**src/rtl/mtc_pkg.sv**
```systemverilog
package mtc_pkg;

  // Relation code: above = left operand larger, below = left operand smaller.
  typedef struct packed {
    logic above;
    logic below;
  } rel_t;

  // Compare two raw 2-bit slices. Both product terms of each output are
  // mutually exclusive, so XOR is used in place of OR.
  function automatic rel_t rel_leaf(input logic [1:0] a, input logic [1:0] b);
    rel_t r;
    logic hi_same;
    hi_same = ~(a[1] ^ b[1]);
    r.above = (a[1] & ~b[1]) ^ (hi_same & a[0] & ~b[0]);
    r.below = (~a[1] & b[1]) ^ (hi_same & ~a[0] & b[0]);
    return r;
  endfunction

  // Fold two relation codes; hi is the more significant one. The same cell
  // as rel_leaf with x1=hi.above, y1=hi.below, x0=lo.above, y0=lo.below.
  function automatic rel_t rel_merge(input rel_t hi, input rel_t lo);
    rel_t r;
    logic hi_same;
    hi_same = ~hi.above & ~hi.below;
    r.above = (hi.above & ~hi.below) ^ (hi_same & lo.above & ~lo.below);
    r.below = (~hi.above & hi.below) ^ (hi_same & ~lo.above & lo.below);
    return r;
  endfunction

endpackage

```
**src/rtl/mtc_leaf_row.sv**
```systemverilog
module mtc_leaf_row
  import mtc_pkg::*;
#(
  parameter int WIDTH = 32
) (
  input  logic [WIDTH-1:0]         a,
  input  logic [WIDTH-1:0]         b,
  output rel_t [WIDTH/2-1:0]       pairs
);
  localparam int NP = WIDTH / 2;

  for (genvar p = 0; p < NP; p++) begin : g_cell
    // Pair p covers bits 2p+1 (high) and 2p (low).
    assign pairs[p] = rel_leaf(a[2*p+1 -: 2], b[2*p+1 -: 2]);
  end
endmodule

```
**src/rtl/mtc_merge_row.sv**
```systemverilog
module mtc_merge_row
  import mtc_pkg::*;
#(
  parameter int NIN = 4
) (
  input  logic               clk,
  input  logic               rst_n,
  input  rel_t [NIN-1:0]     hi_lo,
  output rel_t [NIN/2-1:0]   merged
);
  localparam int NOUT = NIN / 2;

  for (genvar j = 0; j < NOUT; j++) begin : g_node
    // Named events for the checks below.
    rel_t node_hi, node_lo, node_out;
    logic hi_decides, kids_clean;
    assign node_hi    = hi_lo[2*j+1];
    assign node_lo    = hi_lo[2*j];
    assign node_out   = rel_merge(node_hi, node_lo);
    assign merged[j]  = node_out;
    assign hi_decides = node_hi.above ^ node_hi.below;
    assign kids_clean = ~(node_hi.above & node_hi.below) & ~(node_lo.above & node_lo.below);

    // clean child codes never produce a code with both bits set.
    p_node_excl_r4: assert property (@(posedge clk) disable iff (!rst_n)
      kids_clean |-> !(node_out.above && node_out.below));
    // a decided high child fixes the node result.
    p_high_wins_r5: assert property (@(posedge clk) disable iff (!rst_n)
      (kids_clean && hi_decides) |-> (node_out == node_hi));
    // an undecided high child passes the low child through.
    p_low_passes_r5: assert property (@(posedge clk) disable iff (!rst_n)
      (kids_clean && !hi_decides) |-> (node_out == node_lo));
  end
endmodule

```
**src/rtl/mtc_stage_reg.sv**
```systemverilog
module mtc_stage_reg #(
  parameter int W  = 2,
  parameter bit EN = 1'b1
) (
  input  logic         clk,
  input  logic         rst_n,
  input  logic         vi,
  input  logic [W-1:0] di,
  output logic         vo,
  output logic [W-1:0] dq
);
  if (EN) begin : g_reg
    logic         v_r;
    logic [W-1:0] d_r;
    always_ff @(posedge clk or negedge rst_n) begin
      if (!rst_n) begin
        v_r <= 1'b0;
        d_r <= '0;
      end else begin
        v_r <= vi;
        d_r <= di;
      end
    end
    assign vo = v_r;
    assign dq = d_r;

    // a valid entering this stage leaves it one cycle later.
    p_valid_step_r7: assert property (@(posedge clk) disable iff (!rst_n)
      vi |=> vo);
    // the data carried with a valid is the data that entered.
    p_data_step_r7: assert property (@(posedge clk) disable iff (!rst_n)
      vi |=> (dq == $past(di)));
  end else begin : g_wire
    assign vo = vi;
    assign dq = di;
  end
endmodule

```
**src/rtl/mag_tree_cmp.sv**
```systemverilog
module mag_tree_cmp
  import mtc_pkg::*;
#(
  parameter int WIDTH = 32,
  parameter bit PIPE  = 1'b0
) (
  input  logic             clk,
  input  logic             rst_n,
  input  logic             in_valid,
  input  logic [WIDTH-1:0] a_in,
  input  logic [WIDTH-1:0] b_in,
  output logic             out_valid,
  output logic             gt,
  output logic             lt,
  output logic             eq
);
  localparam int NP     = WIDTH / 2;
  localparam int DEPTH  = $clog2(WIDTH);
  localparam int MERGES = DEPTH - 1;

  // reject widths the tree cannot be built for.
  if (WIDTH < 4 || (WIDTH & (WIDTH - 1)) != 0) begin : g_bad_width
    $error("mag_tree_cmp: WIDTH must be a power of two, at least 4");
  end

  rel_t [NP-1:0] leaf_d, leaf_q;
  logic          leaf_v;

  mtc_leaf_row #(.WIDTH(WIDTH)) u_leaf (
    .a     (a_in),
    .b     (b_in),
    .pairs (leaf_d)
  );

  mtc_stage_reg #(.W(2*NP), .EN(PIPE)) u_leaf_reg (
    .clk   (clk),
    .rst_n (rst_n),
    .vi    (in_valid),
    .di    (leaf_d),
    .vo    (leaf_v),
    .dq    (leaf_q)
  );

  for (genvar l = 0; l < MERGES; l++) begin : g_lvl
    localparam int NIN  = NP >> l;
    localparam int NOUT = NIN / 2;
    localparam bit REG  = PIPE && (l < MERGES - 1);

    rel_t [NIN-1:0]  src;
    logic            src_v;
    rel_t [NOUT-1:0] d;
    rel_t [NOUT-1:0] q;
    logic            vq;

    if (l == 0) begin : g_first
      assign src   = leaf_q;
      assign src_v = leaf_v;
    end else begin : g_next
      assign src   = g_lvl[l-1].q;
      assign src_v = g_lvl[l-1].vq;
    end

    mtc_merge_row #(.NIN(NIN)) u_row (
      .clk    (clk),
      .rst_n  (rst_n),
      .hi_lo  (src),
      .merged (d)
    );

    mtc_stage_reg #(.W(2*NOUT), .EN(REG)) u_reg (
      .clk   (clk),
      .rst_n (rst_n),
      .vi    (src_v),
      .di    (d),
      .vo    (vq),
      .dq    (q)
    );
  end

  rel_t root;
  assign root      = g_lvl[MERGES-1].q[0];
  assign out_valid = g_lvl[MERGES-1].vq;
  assign gt        = root.above;
  assign lt        = root.below;
  assign eq        = ~root.above & ~root.below;

  // one flag only for every valid result.
  p_one_flag_r4: assert property (@(posedge clk) disable iff (!rst_n)
    out_valid |-> ($countones({gt, lt, eq}) == 1));

  if (!PIPE) begin : g_comb_checks
    p_gt_match_r1: assert property (@(posedge clk) disable iff (!rst_n)
      in_valid |-> (gt == (a_in > b_in)));
    p_lt_match_r2: assert property (@(posedge clk) disable iff (!rst_n)
      in_valid |-> (lt == (a_in < b_in)));
    p_eq_match_r3: assert property (@(posedge clk) disable iff (!rst_n)
      in_valid |-> (eq == (a_in == b_in)));
    p_valid_pass_r6: assert property (@(posedge clk) disable iff (!rst_n)
      out_valid == in_valid);
  end else begin : g_pipe_checks
    // first cycle after reset release carries no result.
    p_idle_after_reset_r8: assert property (@(posedge clk)
      $rose(rst_n) |-> !out_valid);
  end
endmodule

```
**config.mk**
```make
export PLATFORM = sky130hd
export DESIGN_NAME = mag_tree_cmp
export DESIGN_NICKNAME = d
export VERILOG_FILES = /design/src/rtl/mtc_pkg.sv /design/src/rtl/mtc_leaf_row.sv /design/src/rtl/mtc_merge_row.sv /design/src/rtl/mtc_stage_reg.sv /design/src/rtl/mag_tree_cmp.sv
export SDC_FILE = /design/constraint.sdc
export NUM_CORES = 1
export LEC_CHECK = 0
export ABC_AREA = 1
export BUFFER_PORTS_ARGS = -buffer_cell sky130_fd_sc_hd__buf_2
export CAP_MARGIN = 20
export CORE_MARGIN = 2
export CORE_UTILIZATION = 35
export DETAILED_ROUTE_END_ITERATION = 12
export MAX_ROUTING_LAYER = met4
export PLACE_DENSITY = 0.58
export SYNTH_ARGS = -nofsm -noshare
export SYNTH_HDL_FRONTEND = slang
export SYNTH_SLANG_ARGS = --single-unit
```
**constraint.sdc**
```tcl
create_clock -name vclk -period 6
set_clock_uncertainty 0.2 [all_clocks]
set_input_delay 1.2 -clock vclk [all_inputs]
set_output_delay 1.2 -clock vclk [all_outputs]
set_load 0.01 [all_outputs]
```
== Word-level counts from Yosys, hierarchy flattened ==
Cells that the tools add are included.
Operators by class
  bitwise logic cells: 422
Operator list (count)
  1-bit bitwise AND: 202
  1-bit inverter: 142
  1-bit XOR: 78
Storage, ports and cells
  bits in registers: 0
  logic and storage cells: 422
  input port bits: 67
  output and inout port bits: 4

== Logic depth before layout (Yosys ltp) ==
Gate-level depths: netlist (run 1).
  word-level depth: 27
  mapped depth: 15
  depth with buffers taken out: 15

== Cells and area by module ==
From an unflattened synthesis (run 1), not the netlist that was laid out.
Second synthesis, totals
  cell total of the unflattened synthesis: 508
  area total of the unflattened synthesis: 2628.8 µm²
By module, submodules not included
  mtc_leaf_row: sequential area each 0.0 µm², area an instance 1521.5 µm², cells each 320, instances 1
  mtc_merge_row at g_lvl[0].u_row: sequential area each 0.0 µm², area an instance 320.3 µm², cells each 64, instances 1
  mtc_stage_reg at u_leaf_reg: sequential area each 0.0 µm², area an instance 247.7 µm², cells each 33, instances 1
  mtc_merge_row at g_lvl[1].u_row: sequential area each 0.0 µm², area an instance 160.2 µm², cells each 32, instances 1
  mtc_stage_reg at g_lvl[0].u_reg: sequential area each 0.0 µm², area an instance 127.6 µm², cells each 17, instances 1
  mtc_merge_row at g_lvl[2].u_row: sequential area each 0.0 µm², area an instance 80.1 µm², cells each 16, instances 1
  mtc_stage_reg at g_lvl[1].u_reg: sequential area each 0.0 µm², area an instance 67.6 µm², cells each 9, instances 1
  mtc_merge_row at g_lvl[3].u_row: sequential area each 0.0 µm², area an instance 40.0 µm², cells each 8, instances 1
  mtc_stage_reg at g_lvl[2].u_reg: sequential area each 0.0 µm², area an instance 37.5 µm², cells each 5, instances 1
  mtc_stage_reg at g_lvl[3].u_reg: sequential area each 0.0 µm², area an instance 22.5 µm², cells each 3, instances 1
  mag_tree_cmp: sequential area each 0.0 µm², area an instance 3.8 µm², cells each 1, instances 1

== Worst setup path before layout (run 1) ==
No wires, ideal clock.
  path type: input -> output
  start point: input port a_in[15]
  end point: output port eq
  required time: 4.600 ns
  buffers on the path: 0
  stages on the path: 13
  arrival: 2.463 ns
  slack: 2.137 ns
  cells stage by stage: inv_1 -> ha_1 -> nand2_1 -> nor2_1 -> xnor2_2 -> nand2_1 -> nand2_1 -> inv_2 -> a21oi_4 -> nand2_2 -> nand2_2 -> nand4_1 -> inv_1
Between the ends
  word-level cells in the longest chain between the ends: 26
  elaborated cells on any way between the ends: 55
  classes of those cells: bitwise: 55
RTL lines
  start: declaration: line mag_tree_cmp.sv:10  | input logic [WIDTH-1:0] a_in,
  1-bit XOR: line mtc_pkg.sv:14  | hi_same = ~(a[1] ^ b[1]);
  1-bit inverter: line mtc_pkg.sv:14
  1-bit bitwise AND (on tied branches) (2 in series): line mtc_pkg.sv:15, mtc_pkg.sv:16
  1-bit XOR (on tied branches): line mtc_pkg.sv:15, mtc_pkg.sv:16
  1-bit inverter (on tied branches): line mtc_pkg.sv:25, mtc_pkg.sv:27, mtc_pkg.sv:26
  1-bit bitwise AND: line mtc_pkg.sv:25  | hi_same = ~hi.above & ~hi.below;
  1-bit bitwise AND (on tied branches) (2 in series): line mtc_pkg.sv:26, mtc_pkg.sv:27
  1-bit XOR (on tied branches): line mtc_pkg.sv:26, mtc_pkg.sv:27
  (+6 left out)
  1-bit bitwise AND: line mtc_pkg.sv:25
  1-bit bitwise AND (2 in series): line mtc_pkg.sv:26  | r.above = (hi.above & ~hi.below) ^ (hi_same & lo.above & ~lo.below);
  1-bit XOR: line mtc_pkg.sv:26
  1-bit inverter: line mtc_pkg.sv:27  | r.below = (~hi.above & hi.below) ^ (hi_same & ~lo.above & lo.below);
  1-bit bitwise AND (2 in series): line mtc_pkg.sv:27
  1-bit XOR: line mtc_pkg.sv:27
  1-bit inverter: line mag_tree_cmp.sv:85  | assign eq = ~root.above & ~root.below;
  1-bit bitwise AND *: line mag_tree_cmp.sv:85
  end: declaration: line mag_tree_cmp.sv:15  | output logic eq
Every way passes the cells marked *; elsewhere a longest branch is shown, timed or not.

== Worst setup path after layout (run 1) ==
  start point: input port a_in[31]
  end point: output port gt
Between the ends
  word-level cells in the longest chain between the ends: 25
  elaborated cells on any way between the ends: 51
  classes of those cells: bitwise: 51
RTL lines
  1-bit XOR: line mtc_pkg.sv:14
  1-bit inverter: line mtc_pkg.sv:14
  1-bit bitwise AND (on tied branches) (2 in series): line mtc_pkg.sv:15, mtc_pkg.sv:16
  1-bit XOR (on tied branches): line mtc_pkg.sv:15, mtc_pkg.sv:16
  1-bit inverter (on tied branches): line mtc_pkg.sv:25, mtc_pkg.sv:27, mtc_pkg.sv:26
  1-bit bitwise AND: line mtc_pkg.sv:25
  1-bit bitwise AND (on tied branches) (2 in series): line mtc_pkg.sv:26, mtc_pkg.sv:27
  1-bit XOR (on tied branches): line mtc_pkg.sv:26, mtc_pkg.sv:27
  (+5 left out)
  1-bit inverter (on tied branches): line mtc_pkg.sv:25, mtc_pkg.sv:27, mtc_pkg.sv:26
  1-bit bitwise AND: line mtc_pkg.sv:25
  1-bit bitwise AND (on tied branches) (2 in series): line mtc_pkg.sv:26, mtc_pkg.sv:27
  1-bit XOR (on tied branches): line mtc_pkg.sv:26, mtc_pkg.sv:27
  1-bit inverter (on tied branches): line mtc_pkg.sv:25, mtc_pkg.sv:26
  1-bit bitwise AND: line mtc_pkg.sv:25
  1-bit bitwise AND (2 in series): line mtc_pkg.sv:26
  1-bit XOR *: line mtc_pkg.sv:26
  end: declaration: line mag_tree_cmp.sv:13  | output logic gt,
Marks and branches as above.

==> run summary, run 1 <==
highest-delay cell along the critical path: ha_1
Initial DRC Count: 33
PortBufs: 67
placer's final routability congestion estimate: 0.788
nets: 519
clock buffers: 0
Tightest Hold Check Type: input pin to output pin
DRT antenna net count: 0
Tightest Pin Transition: 0.272 ns
GRT Overall Usage: 13.3%
CP Max Fanout: 3
Layout area overhead: 22.4%
total grt overflow: 0
antenna cells: 0
Post-Route WL: 3.61 mm
largest net degree at the start of global routing: 6
Fmax: 238 MHz
Lkg Pwr: 0.00150 µW
drt first pass iters: 4
top cell type's share of synthesized area: 29.2%
Setup Buffers After CTS: 0
Netlist cell types: 20
Fin Hold WS: 2.20 ns
CP cell instances: buf_2 > inv_1 > ha_1 > nand2_1 > nor2_1 > xnor2_1 > nand2_1 > nand2_1 > inv_1 > a21oi_2 > nand2_1 > nand2_2 > a21boi_2 > buf_2
register area share after synthesis: 0%
max cap viols: 0
cell area after synthesis: 1850 µm²
setup TNS: 0 ns
initial antenna violation count: 0
status: finished clean
# IOs: 71
Via density: 4.30
power density over cell area: 78.5 nW/µm²
DR vias: 2096
top cells by count, synth: nand2_1 (144), inv_1 (79), ha_1 (32)
Post-DP HPWL: 3.40 mm
Mapped Nets: 451
share of post-route cells with drive strength above 1: 19.6%
Die X: 76.7 µm
Worst EP required: 4.60 ns
Setup Crit Path Kind: input pin to output pin
most instantiated library cell after synthesis: nand2_1
area of the core: 5110 µm²
post-layout min period: 4.20 ns
top cell type by total area after synthesis: nand2_1
DRC viols: 0
max-slew violations: 0
unrepaired setup endpoints after global routing: no
Initial Util: 36.3%
Tcrit/Tclk final: 70.1%
Worst Path Arrival: 2.80 ns
# placed instances: 488
register area: 0 µm²
Max VDD drop: 0.0416 mV
Ys Warns: 0
vias in the first global route: 1907
gate count of the mapped netlist: 352
critical path endpoint category: output pin
Worst path max stage delay: 0.29 ns
Setup-failing EPs final: 0
critical path startpoint category: input pin
Top cell by count, worst path: nand2_1
CTS resizes: 0
first-pass GRT wire length: 6.96 mm
FFs & Latches: 0
final hold vios: 0
top cells by area, synth: nand2_1 (29%), ha_1 (22%), inv_1 (16%)
Post-Layout Cell Count: 488
DR WL/cell: 7.39 µm
cts hold-fix bufs: 0
Rel. slew slack: 81.7%
Die Y: 76.7 µm
# rows: 26
Die ar.: 5890 µm²
syn_area_per_cell: 5.26 µm²
## through the flow
step | total power (µW) | area, µm² | setup WS (ns) | util [%]
global route | 208 | 2270 | 1.56 | 44.4
global placement | 176 | 2270 | 1.82 | 44.4
detailed placement | 180 | 2270 | 1.78 | 44.4
finish | 178 | 2270 | 1.80 | 44.4
floorplan | 125 | 1850 | 2.14 | -
CTS | 180 | 2270 | 1.78 | 44.4
## kinds of logic after synthesis
family                   after synthesis  share of synthesized area (%)
AO/OA/AOI/OAI                         14                           5.74
AND/OR/NAND/NOR                      208                           47.6
adder cells (fa/ha/maj)               32                           21.6
buffers and inverters                 81                           16.6
XOR/XNOR                              17                           8.45
## worst paths after layout
kind,startpoint,endpoint,cells after the start
setup / recovery,a_in[31],gt,14
hold / removal,in_valid,out_valid,0
## cells in the final DEF, fill, tap and decap left out, drive strengths merged
cell and instances:
nand2 149, nand3b 2, nand4 13, nand3 28
a21boi 7, buf 67, xnor2 8, nor2 16
inv 80, xor2 9, ha 32, a21oi 7
## layout make-up
class	instances	area, µm²
fillers	568	2840
inverters	80	300
multi-input cells	271	1540
well taps	70	87.6
repair buffers	67	335
## report_power, final
part	switching (µW)	internal, µW
logic	101	76.7
clock network	0	0
registers	0	0
## routing by layer
| metal | GRT usage (%) | up-vias | routed length, µm |
|---|---|---|---|
| met5 | - | - | 0 |
| met3 | 0.471 | 0 | 182 |
| met4 | 0 | 0 | 0 |
| met2 | 23.5 | 43 | 1540 |
| met1 | 18.0 | 854 | 1890 |
| li1 | - | 1199 | - |
## critical path: cells and delay by family
kind,cells,cell delay [ns]
AO/OA/AOI/OAI,2,0.29
XOR/XNOR,1,0.24
buffers and inverters,4,0.32
AND/OR/NAND/NOR,6,0.44
adder cells (fa/ha/maj),1,0.29
(Power assumes the default switching activity.)
==> run 2: changes to the inputs <==
Settings changed: ABC_AREA 1 to 0.
Clock period 6 ns to 3.9 ns, I/O delays scaled along.
==> run 2 against run 1 <==
Compared with the run above: the flow now finishes with violations (setup timing); area after synthesis grew 7.2%; critical endpoint is now eq; non-clock buffer count up 14; clock-buffer cell count did not move; via count increased by 7.0%; worst setup slack worse by 1.8 ns; wire length increased by 27%; global-route usage grew 0.38 points; total power is 81% higher; utilization is 3.7 points higher; synthesized cell count is 22% lower.
==> run summary, run 2 <==
status: finished with violations
violated checks: setup timing
Post-DP HPWL: 3.87 mm (+14%)
Die Y: 79.3 µm (+3.3%)
DR vias: 2242 (+7.0%)
post-layout min period: 3.91 ns
Setup-failing EPs final: 2 (+2)
Lkg Pwr: 0.00127 µW (-15%)
CP Capture Point: eq
Worst Path Arrival: 2.93 ns (+0.13 ns)
Rel. slew slack: 69.5% (-12 points)
syn_area_per_cell: 7.24 µm² (+38%)
cell area after synthesis: 1980 µm² (+7.2%)
Initial Util: 36.0% (-0.22 points)
drt first pass iters: 4 (unchanged)
gate count of the mapped netlist: 274 (-22%)
Initial DRC Count: 30 (-9.1%)
largest net degree at the start of global routing: 9 (+3)
top cells by count, synth: inv_1 (46), ha_1 (32), nor2_1 (14)
most frequent cells in the layout: buf_2 (63), inv_1 (42), ha_1 (28)
Hold Path Depth: 0 (unchanged)
max-slew violations: 0 (unchanged)
Pwr Total: 322 µW (+81%)
Post-Route WL: 4.59 mm (+27%)
critical path endpoint category: output pin
initial antenna violation count: 0 (unchanged)
Layout Utilization: 48.1% (+3.7 points)
top cell type's share of synthesized area: 20.2% (-9.0 points)
vias in the first global route: 1893 (-0.73%)
antenna cells: 0 (unchanged)
fill count: 553 (-2.6%)
final hold vios: 0 (unchanged)
Netlist cell types: 51 (+160%)
setup TNS: -0.0106 ns (-0.0106 ns)
first-pass GRT wire length: 7.38 mm (+6.0%)
Worst EP required: 2.92 ns (-1.68 ns)
Via density: 5.26 (+23%)
Layout area overhead: 33.5%
Tightest Pin Transition: 0.458 ns (+0.186 ns)
most instantiated library cell after synthesis: inv_1
Mapped Nets: 373 (-17%)
Max VDD drop: 0.0728 mV (+75%)
clock buffers: 0 (unchanged)
DR WL/cell: 10.8 µm (+46%)
register area share after synthesis: 0% (unchanged)
Die ar.: 6290 µm² (+6.8%)
GRT Overall Usage: 13.7% (+0.38 points)
total grt overflow: 0 (unchanged)
register area: 0 µm² (unchanged)
share of post-route cells with drive strength above 1: 30.2% (+11 points)
Tcrit/Tclk final: 100%
area of the core: 5510 µm² (+7.8%)
# rows: 27 (+3.8%)
leading cell type in the layout, fill and taps excluded: buf_2
FFs & Latches: 0 (unchanged)
top cell type by total area after synthesis: ha_1
Fmax: 256 MHz
top cells by area, synth: ha_1 (20%), inv_1 (8.7%), xor2_1 (4.9%)
nets: 455 (-12%)
DRC viols: 0 (unchanged)
Multi-input gate area: 1930 µm² (+25%)
DRT antenna net count: 0 (unchanged)
CP Max Fanout: 3 (unchanged)
placer's final routability congestion estimate: 0.767 (-2.6%)
Setup Crit Path Kind: input pin to output pin
max cap viols: 0 (unchanged)
power density over cell area: 121 nW/µm² (+55%)
critical path startpoint category: input pin
Tightest Hold Check Type: input pin to output pin
Die X: 79.3 µm (+3.3%)
PortBufs: 67 (unchanged)
Ys Warns: 0 (unchanged)
unrepaired setup endpoints after global routing: yes
Final WS setup: -0.00653 ns (-1.80 ns)
Critical Path Source: a_in[9]
# IOs: 71 (unchanged)
-- run 2: cell families (layout without fill, tap and decap cells) --
family                     count (synthesis)  after routing  synth area share, %
xor gates and xnor gates                  15             15                 6.62
adders and majority gates                 32             32                 20.2
muxes                                      1              1                0.567
AOI/OAI and AO/OA                         70             70                 26.5
and+or+nand+nor                          109            109                 37.0
buffers and inverters                     47            127                 9.08
-- run 2: area by class of cell --
type | count | share of cell area [%]
Inverter | 46 | 6.52
Tap cell | 72 | 3.40
Multi-Input combinational cell | 227 | 72.7
Timing Repair Buffer | 81 | 17.4
-- run 2: timing repair --
action                                 in CTS  in global routing
resized for setup                           6                 24
hold buffers                                0                  0
endpoints found under the hold margin       0                  0
setup endpoints to repair                   1                  3
buffers inserted                            2                  1
pin swaps                                  11                 16
-- run 2: report_power, final --
group / switching (µW) / internal [µW]
Sequential: 0 / 0
Combinational: 163 / 159
Clock: 0 / 0
-- run 2: metal layers --
layer / vias up / GRT usage (%) / wire, µm
met2: 36 / 26.2 / 2360
met5: - / - / 0
met4: 0 / 0.172 / 0
li1: 1180 / - / -
met3: 0 / 0.341 / 149
met1: 1026 / 16.9 / 2080
-- run 2: metrics by stage --
| stage | hold WS (ns) | cells | worst slack (ns) | area, µm² |
|---|---|---|---|---|
| 6_report | 1.36 | 426 | -0.00653 | 2650 |
| 4_1_cts | 1.36 | 425 | 0.00427 | 2540 |
| 3_5_place_dp | 1.36 | 423 | -0.0355 | 2480 |
| 2_1_floorplan | 1.45 | 274 | 0.287 | 1980 |
| 3_3_place_gp | 1.36 | 423 | -0.00864 | 2480 |
| 5_1_grt | 1.36 | 426 | -0.147 | 2650 |
-- run 2: how the worst min path moves through the flow --
stage | slack (ns) | from | endpoint
3_5_place_dp | 1.36 | in_valid | out_valid
4_1_cts | 1.36 | in_valid | out_valid
5_1_grt | 1.36 | in_valid | out_valid
6_report | 1.36 | in_valid | out_valid
3_3_place_gp | 1.36 | in_valid | out_valid
2_1_floorplan | 1.45 | in_valid | out_valid
-- run 2: critical path, stage by stage --
cell      delay, ns
buf_6          0.08
inv_2          0.03
ha_2           0.17
or4b_4         0.49
a21boi_4       0.23
nor4b_4        0.08
o32ai_2        0.30
o211ai_1       0.17
a32oi_2        0.22
nor3b_4        0.21
buf_2          0.15
==> run 3: changes to the inputs <==
Settings changed: CORE_UTILIZATION 35 to 50, MAX_ROUTING_LAYER met4 to not set, PLACE_DENSITY 0.58 to 0.78, SETUP_SLACK_MARGIN set to 0.5.
==> run 3 against run 2 <==
Compared with the run above: the flow now finishes without violations; utilization grew 23 points; cell count is 5.9% lower; die area down 29%; worst hold slack hardly changed; critical path type unchanged.
==> run summary, run 3 (same netlist as run 2, synthesis figures left out) <==
Tightest Hold Check Type: input pin to output pin
PortBufs: 67 (unchanged)
leading cell type in the layout, fill and taps excluded: buf_2
Die ar.: 4490 µm² (-29%)
DR vias: 2271 (+1.3%)
fill count: 318 (-42%)
Setup-failing EPs final: 0 (-2)
Hold Path Depth: 0 (unchanged)
DRC viols: 0 (unchanged)
Rel. slew slack: 74.9% (+5.4 points)
global routing met3 resource utilization: 1.01% (+0.67 points)
total grt overflow: 0 (unchanged)
Die X: 67 µm (-16%)
power density over cell area: 125 nW/µm² (+3.1%)
CP cell instances: buf_12 > ha_4 > or4b_4 > a21boi_4 > nor4b_2 > o32ai_2 > o211ai_1 > a32oi_2 > nor3b_4 > buf_2
Initial DRC Count: 81 (+170%)
area of the core: 3740 µm² (-32%)
setup TNS: 0 ns (+0.0106 ns)
Worst Path Buf+Inv: 2 (-1)
Tcrit/Tclk final: 98.7% (-1.5 points)
Layout Utilization: 71.2% (+23 points)
Via density: 5.66 (+7.6%)
# IOs: 71 (unchanged)
# rows: 22 (-19%)
unrepaired setup endpoints after global routing: yes
register area: 0 µm² (unchanged)
largest net degree at the start of global routing: 9 (unchanged)
critical path startpoint category: input pin
GRT Overall Usage: 20.3% (+6.6 points)
Worst EP required: 2.92 ns (about the same)
Fin Hold WS: 1.36 ns (+0.0000200 ns)
Worst path max stage delay: 0.55 ns (+0.06 ns)
Max VDD drop: 0.0627 mV (-14%)
final hold vios: 0 (unchanged)
drt first pass iters: 4 (unchanged)
vias in the first global route: 2013 (+6.3%)
share of post-route cells with drive strength above 1: 30.9% (+0.65 points)
placer's final routability congestion estimate: 0.814 (+6.1%)
initial antenna violation count: 0 (unchanged)
Setup Crit Path Kind: input pin to output pin
Post-Route WL: 4.67 mm (+1.8%)
M2 GR Usage: 42.2% (+16 points)
Fmax: 260 MHz (+1.5%)
max cap viols: 0 (unchanged)
WP depth: 10 (-1)
FFs & Latches: 0 (unchanged)
nets: 454 (-0.22%)
cell family with most CP delay: compound AO/OA/AOI/OAI gates
design area: 2670 µm² (+0.61%)
Initial Util: 53.0% (+17 points)
Critical Path Source: b_in[9]
met1 Use GR: 23.0% (+6.1 points)
CP Capture Point: eq
Die Y: 67 µm (-16%)
Post-DP HPWL: 3.83 mm (-1.2%)
Post-Layout Cell Count: 401 (-5.9%)
clock buffers: 0 (unchanged)
Lkg Pwr: 0.00128 µW (+0.81%)
most frequent cells in the layout: buf_2 (63), inv_1 (43), ha_1 (28)
antenna cells: 0 (unchanged)
critical path endpoint category: output pin
DRT antenna net count: 0 (unchanged)
# placed instances: 399 (-5.7%)
cts hold-fix bufs: 0 (unchanged)
Layout area overhead: 34.4%
DR WL/cell: 11.7 µm (+8.1%)
status: finished clean
Tightest Pin Transition: 0.377 ns (-0.0814 ns)
max-slew violations: 0 (unchanged)
Cell Area, Placed: 2510 µm² (+1.2%)
layer with the highest usage: met2
CP Max Fanout: 3 (unchanged)
post-layout min period: 3.85 ns (-0.0577 ns)
highest-delay cell along the critical path: or4b_4
Worst Path Arrival: 2.87 ns (-0.06 ns)
first-pass GRT wire length: 7.62 mm (+3.3%)
run 3: area by class of cell:
| type | instances | area (µm²) | share of cell area [%] |
|---|---|---|---|
| inverters | 46 | 188 | 7.04 |
| multi-input cells | 227 | 1950 | 73.2 |
| well taps | 48 | 60.1 | 2.25 |
| repair buffers | 80 | 467 | 17.5 |
run 3: how the worst min path moves through the flow:
| stage | startpoint | to | slack [ns] |
|---|---|---|---|
| 6_report | in_valid | out_valid | 1.36 |
| 5_1_grt | in_valid | out_valid | 1.36 |
| 4_1_cts | in_valid | out_valid | 1.36 |
| 3_5_place_dp | in_valid | out_valid | 1.36 |
| 3_3_place_gp | in_valid | out_valid | 1.36 |
| 2_1_floorplan | in_valid | out_valid | 1.45 |
run 3: through the flow:
stage / total power [µW] / worst slack [ns]
floorplan: 203 / 0.362
global placement: 295 / -0.0307
detailed placement: 305 / -0.0548
CTS: 321 / 0.0581
global route: 369 / -0.0773
finish: 334 / 0.0512
run 3: timing repair:
item	in CTS	in global routing
buffers inserted	1	1
pin swaps	16	7
gates cloned	0	0
setup endpoints to repair	3	3
resized for setup	19	10
run 3: per-layer routing:
metal / share of wire (%) / up-vias
met4: 0.30 / 0
li1: - / 1178
met2: 52 / 47
met3: 4.3 / 2
met5: 0 / -
met1: 43 / 1044
run 3: power by group:
group / total, µW / switching, µW / internal [µW] / leakage [µW]
Combinational: 334 / 168 / 166 / 0.00128
Sequential: 0 / 0 / 0 / 0
Clock: 0 / 0 / 0 / 0
Total: 334 / 168 / 166 / 0.00128
